<file path="src/rtl/eei_pkg.sv">
package eei_pkg;
  localparam int SW       = 32;
  localparam int RSW      = 6;
  localparam int PIE_B    = 0;
  localparam int U_B      = 1;
  localparam int EH_B     = 2;
  localparam int CRS_LO   = 10;
  localparam int PRS_LO   = 16;

  function automatic logic [RSW-1:0] get_crs(input logic [SW-1:0] s);
    return s[CRS_LO +: RSW];
  endfunction

  function automatic logic [RSW-1:0] get_prs(input logic [SW-1:0] s);
    return s[PRS_LO +: RSW];
  endfunction

  // Status word the handler runs under.
  function automatic logic [SW-1:0] entry_status(input logic [SW-1:0] s);
    logic [SW-1:0] r;
    r = s;
    r[CRS_LO +: RSW] = '0;
    if (!s[EH_B]) r[PRS_LO +: RSW] = s[CRS_LO +: RSW];
    r[PIE_B] = 1'b0;
    r[U_B]   = 1'b0;
    r[EH_B]  = 1'b1;
    return r;
  endfunction
endpackage

</file>
<file path="src/rtl/eei_irq_gate.sv">
module eei_irq_gate #(
  parameter int NIRQ = 32
) (
  input  logic [NIRQ-1:0] pend,
  input  logic [NIRQ-1:0] en,
  input  logic            pie,
  output logic            accept
);
  logic [NIRQ-1:0] live;
  for (genvar i = 0; i < NIRQ; i++) begin : g_line
    assign live[i] = pend[i] & en[i];
  end
  assign accept = pie & (|live);
endmodule

</file>
<file path="src/rtl/eei_status_xform.sv">
module eei_status_xform
  import eei_pkg::*;
(
  input  logic [SW-1:0]  old_status,
  output logic [SW-1:0]  nxt_status,
  output logic           save_ctx,
  output logic [RSW-1:0] nxt_rs
);
  assign nxt_status = entry_status(old_status);
  assign save_ctx   = ~old_status[EH_B];
  assign nxt_rs     = get_crs(nxt_status);
endmodule

</file>
<file path="src/rtl/eei_out_stage.sv">
module eei_out_stage
  import eei_pkg::*;
#(
  parameter int AW = 32
) (
  input  logic           clk,
  input  logic           rst_n,
  input  logic           take,
  input  logic           save_ctx,
  input  logic [SW-1:0]  nxt_status,
  input  logic [SW-1:0]  old_status,
  input  logic [RSW-1:0] nxt_rs,
  input  logic [AW-1:0]  vec_addr,
  input  logic [AW-1:0]  cur_pc,
  output logic           fire,
  output logic [SW-1:0]  status_q,
  output logic           es_we,
  output logic [SW-1:0]  es_data,
  output logic           ra_we,
  output logic [AW-1:0]  ra_data,
  output logic [RSW-1:0] rs_q,
  output logic [AW-1:0]  pc_q
);
  localparam logic [AW-1:0] INSN_BYTES = AW'(4);

  always_ff @(posedge clk) begin
    if (!rst_n) begin
      fire     <= 1'b0;
      status_q <= '0;
      es_we    <= 1'b0;
      es_data  <= '0;
      ra_we    <= 1'b0;
      ra_data  <= '0;
      rs_q     <= '0;
      pc_q     <= '0;
    end else begin
      fire  <= take;
      es_we <= take & save_ctx;
      ra_we <= take & save_ctx;
      if (take) begin
        status_q <= nxt_status;
        es_data  <= old_status;
        ra_data  <= cur_pc + INSN_BYTES;
        rs_q     <= nxt_rs;
        pc_q     <= vec_addr;
      end
    end
  end
endmodule

</file>
<file path="src/rtl/exc_entry_unit.sv">
module exc_entry_unit
  import eei_pkg::*;
#(
  parameter int AW   = 32,
  parameter int NIRQ = 32
) (
  input  logic            clk,
  input  logic            rst_n,
  input  logic            exc_req,
  input  logic [NIRQ-1:0] irq_pend,
  input  logic [NIRQ-1:0] irq_en,
  input  logic [31:0]     cur_status,
  input  logic [AW-1:0]   vec_addr,
  input  logic [AW-1:0]   cur_pc,
  output logic            entry_fire,
  output logic [31:0]     new_status,
  output logic            estatus_we,
  output logic [31:0]     estatus_data,
  output logic            ea_we,
  output logic [AW-1:0]   ea_data,
  output logic [5:0]      rs_sel,
  output logic [AW-1:0]   next_pc
);
  logic           irq_accept;
  logic           entry_take;
  logic [SW-1:0]  nxt_status;
  logic           save_ctx;
  logic [RSW-1:0] nxt_rs;

  eei_irq_gate #(.NIRQ(NIRQ)) u_gate (
    .pend   (irq_pend),
    .en     (irq_en),
    .pie    (cur_status[PIE_B]),
    .accept (irq_accept)
  );

  assign entry_take = exc_req | irq_accept;

  eei_status_xform u_xform (
    .old_status (cur_status),
    .nxt_status (nxt_status),
    .save_ctx   (save_ctx),
    .nxt_rs     (nxt_rs)
  );

  eei_out_stage #(.AW(AW)) u_out (
    .clk        (clk),
    .rst_n      (rst_n),
    .take       (entry_take),
    .save_ctx   (save_ctx),
    .nxt_status (nxt_status),
    .old_status (cur_status),
    .nxt_rs     (nxt_rs),
    .vec_addr   (vec_addr),
    .cur_pc     (cur_pc),
    .fire       (entry_fire),
    .status_q   (new_status),
    .es_we      (estatus_we),
    .es_data    (estatus_data),
    .ra_we      (ea_we),
    .ra_data    (ea_data),
    .rs_q       (rs_sel),
    .pc_q       (next_pc)
  );
endmodule

</file>
<file path="config.mk">
export PLATFORM = sky130hd
export DESIGN_NAME = exc_entry_unit
export DESIGN_NICKNAME = d
export VERILOG_FILES = /design/src/rtl/eei_pkg.sv /design/src/rtl/eei_irq_gate.sv /design/src/rtl/eei_status_xform.sv /design/src/rtl/eei_out_stage.sv /design/src/rtl/exc_entry_unit.sv
export SDC_FILE = /design/constraint.sdc
export NUM_CORES = 1
export LEC_CHECK = 0
export CORE_AREA = 2 2 139 141
export DETAILED_ROUTE_END_ITERATION = 12
export DIE_AREA = 0 0 141 143
export GPL_TIMING_DRIVEN = 0
export PLACE_DENSITY = 0.7
export SKIP_CTS_REPAIR_TIMING = 1
export SLEW_MARGIN = 10
export SYNTH_ARGS = -nofsm -noshare
export SYNTH_HDL_FRONTEND = slang
export SYNTH_SLANG_ARGS = --single-unit
export TNS_END_PERCENT = 50
</file>
<file path="constraint.sdc">
create_clock -name clk -period 5.55 [get_ports clk]
set_input_delay 0.555 -clock clk [delete_from_list [all_inputs] [get_ports clk]]
set_output_delay 0.555 -clock clk [all_outputs]
set_load 0.1 [all_outputs]
</file>
==> qor.yml <==
run_status:
  outcome: "complete, no violations"
place:
  portBuffers: 283
  placed_area_mm2: 0.00852
  finalWeightedCongestion: 0.835
  place.detailed.hpwl_mm: 13.9
synth:
  ys_warn_count: 0
  synthCells: 609
  synth_cell_types: 48
  yosysTopAreaCellShare_pct: 39.3
  syn_area_mm2: 0.00535
  synth_edf_count: 0
  synth_top_cell_by_area: "dfxtp_1"
  synth_area_leaders: "dfxtp_1, mux2i_1, nand2_1, buf_4, a22oi_1"
  synthArstFlopShare_pct: 0
  synth-main-ff-cell: "dfxtp_1"
  synth-seq-cells: 105
  yosysMostFrequentCell: "nand2_1"
  synthTopCellsByCount: "nand2_1, dfxtp_1, mux2i_1, buf_4, clkbuf_1"
  ys_seq_area_share_pct: 39.3
  synth.avg_cell_area_um2: 8.78
drt:
  firstDrtPassIters: 4
  drt-vias-per-instance: 4.55
  drt_iter0_drc: 183
  avgRoutedWirePerCell_um: 15.3
  antenna_left: 0
  dr_total_vias: 5261
  wl_mm: 17.7
  drc_errors: 0
setup_path:
  critical_path_class: "input pin to register"
  path_cells: "clkdlybuf4s50_1, a22oi_1, nand4_1, or4_1, a21oi_1, buf_2, buf_12, buf_6, mux2i_1"
  cp_max_fo: 10
  crit_family: "buffers and inverters"
  critPathMaxStageDelay_ps: 550
  crit_buf_inv: 4
  crit_slowest_cell: "or4_1"
  required_ps: 5830
  setup.worst_path.end_class: "register"
  cp.arrival_ps: 2890
  critPathLaunchType: "input pin"
clocking:
  clock_sinks: 105
  clk-insertion-delay-late_ps: 350
  htreeDepth: 3
  path_clk_slew_ps: 70
  cts_tree: "done"
  ctsLongestPathBuffers: 2
  cts_buffers: 9
  clockRootBuffer: "clkbuf_16"
floorplan:
  ios: 300
  die_h_um: 143
  start_util_pct: 28.8
  rows: 50
  core-area_mm2: 0.0186
  dieArea_mm2: 0.0202
  die_x_um: 141
power_and_ir_drop:
  ir_worst_vdd_v: 0.000152
  p_leak_uw: 0.00341
  power_density_mw_per_mm2: 275
  total_power_uw: 2430
finish:
  drive_above_1_share_pct: 9.55
  final.fill_count: 1814
  fin_area_mm2: 0.00882
  nNetsFinal: 1080
  syn2layout_area_growth_pct: 65.0
  diodes: 0
worst_hold_path:
  hold_path_class: "register to register"
run:
  drv_cap: 0
global_routing:
  grt.total_usage_pct: 17.5
  antenna_found_initial: 0
  first_global_vias: 5130
  grt_max_degree: 19
  overflow: 0
  grt_pass1_wl_mm: 27.7
timing:
  fin_skew_ps: 0
  fmax_ghz: 0.383
  slew_violations: 0
  setup_tns_ps: 0
  maxSlewHeadroom_pct: 30.4
  hold_violations: 0
  finalCriticalPeriod_ps: 2610
  finalCritPeriodShare_pct: 47.0
  hold_ws_ps: 448
  setup_viol: 0
  worst_pin_slew_ps: 1040
  rsz0062_at_grt: "false"
-- power breakdown --
group	internal [uW]	switching, uW	leakage, uW	total [uW]
Clock	356	308	0.000144	664
Sequential	806	28.4	0.000872	834
Combinational	286	641	0.00239	927
-- metal layers --
layer | routed length (um) | GRT usage [%] | vias up
li1 | - | - | 2653
met5 | 0 | 0 | -
met4 | 279 | 4.95 | 0
met1 | 7920 | 21.8 | 2397
met2 | 8340 | 29.4 | 188
met3 | 1180 | 5.23 | 23
-- worst register-to-register path, cell delays in order, from the launching register on --
cell     delay (ps)
dfxtp_1         380
nand2_1          70
mux2i_1         140
-- sequential cells by signal, summed over array words and instances (netlist names) --
register	count
u_out.fire	1
u_out.pc_q	32
u_out.es_data	32
u_out.ra_data	32
u_out.status_q	7
u_out.ra_we	1
-- path summary, 6_finish.rpt --
path                                 start                               to  slack (ps)  depth (start not counted)
max                           irq_pend[26]  u_out.status_q[19]$_SDFFE_PN0P_        2940                          9
min          u_out.es_data[0]$_SDFFE_PN0P_    u_out.es_data[0]$_SDFFE_PN0P_         450                          2
max reg2reg  u_out.es_data[5]$_SDFFE_PN0P_    u_out.es_data[5]$_SDFFE_PN0P_        4890                          2
min reg2reg  u_out.es_data[0]$_SDFFE_PN0P_    u_out.es_data[0]$_SDFFE_PN0P_         450                          2
-- layout make-up --
cell class,count,area (um2),area share (%)
timing repair buffer,283,2830,32.1
multi-input combinational,437,2750,31.1
sequential,105,2100,23.8
buffer,75,528,5.98
tap,234,293,3.32
clock buffer,10,229,2.60
clock inverter,6,72.6,0.822
inverter,5,18.8,0.213
-- per-stage QoR --
step	setup WS (ps)	util [%]	cells
after global placement	2560	45.9	1139
after CTS	2910	47.5	1155
after detailed placement	2540	45.9	1139
after global routing	2700	47.5	1155
after floorplan	3400	-	622
final	2940	47.5	1155
-- placed cells by master (no fill, tap or decap), types with 7 or more instances in the layout --
cell type / netlist / layout
a22oi_1: 16 / 16
clkbuf_16: 0 / 9
o21ai_0: 14 / 14
clkbuf_1: 24 / 25
conb_1: 1 / 14
clkdlybuf4s50_1: 0 / 283
buf_4: 38 / 38
mux2i_1: 101 / 101
dfxtp_1: 105 / 105
nand4_1: 11 / 11
nor3_1: 7 / 7
nor4_1: 8 / 8
nand3_1: 9 / 9
nand2_1: 191 / 191
-- kinds of logic after synthesis --
| group | Yosys count | share of synthesized area (%) |
|---|---|---|
| simple gates | 250 | 21.1 |
| mux | 107 | 20.2 |
| flops | 105 | 39.3 |
| buf+inv | 80 | 10.2 |
| compound gates | 54 | 7.11 |
| xor+xnor | 11 | 1.80 |
| fa+ha+maj | 1 | 0.234 |
| other cells | 1 | 0.0701 |
Note: power is estimated with default switching activity, not from simulation.
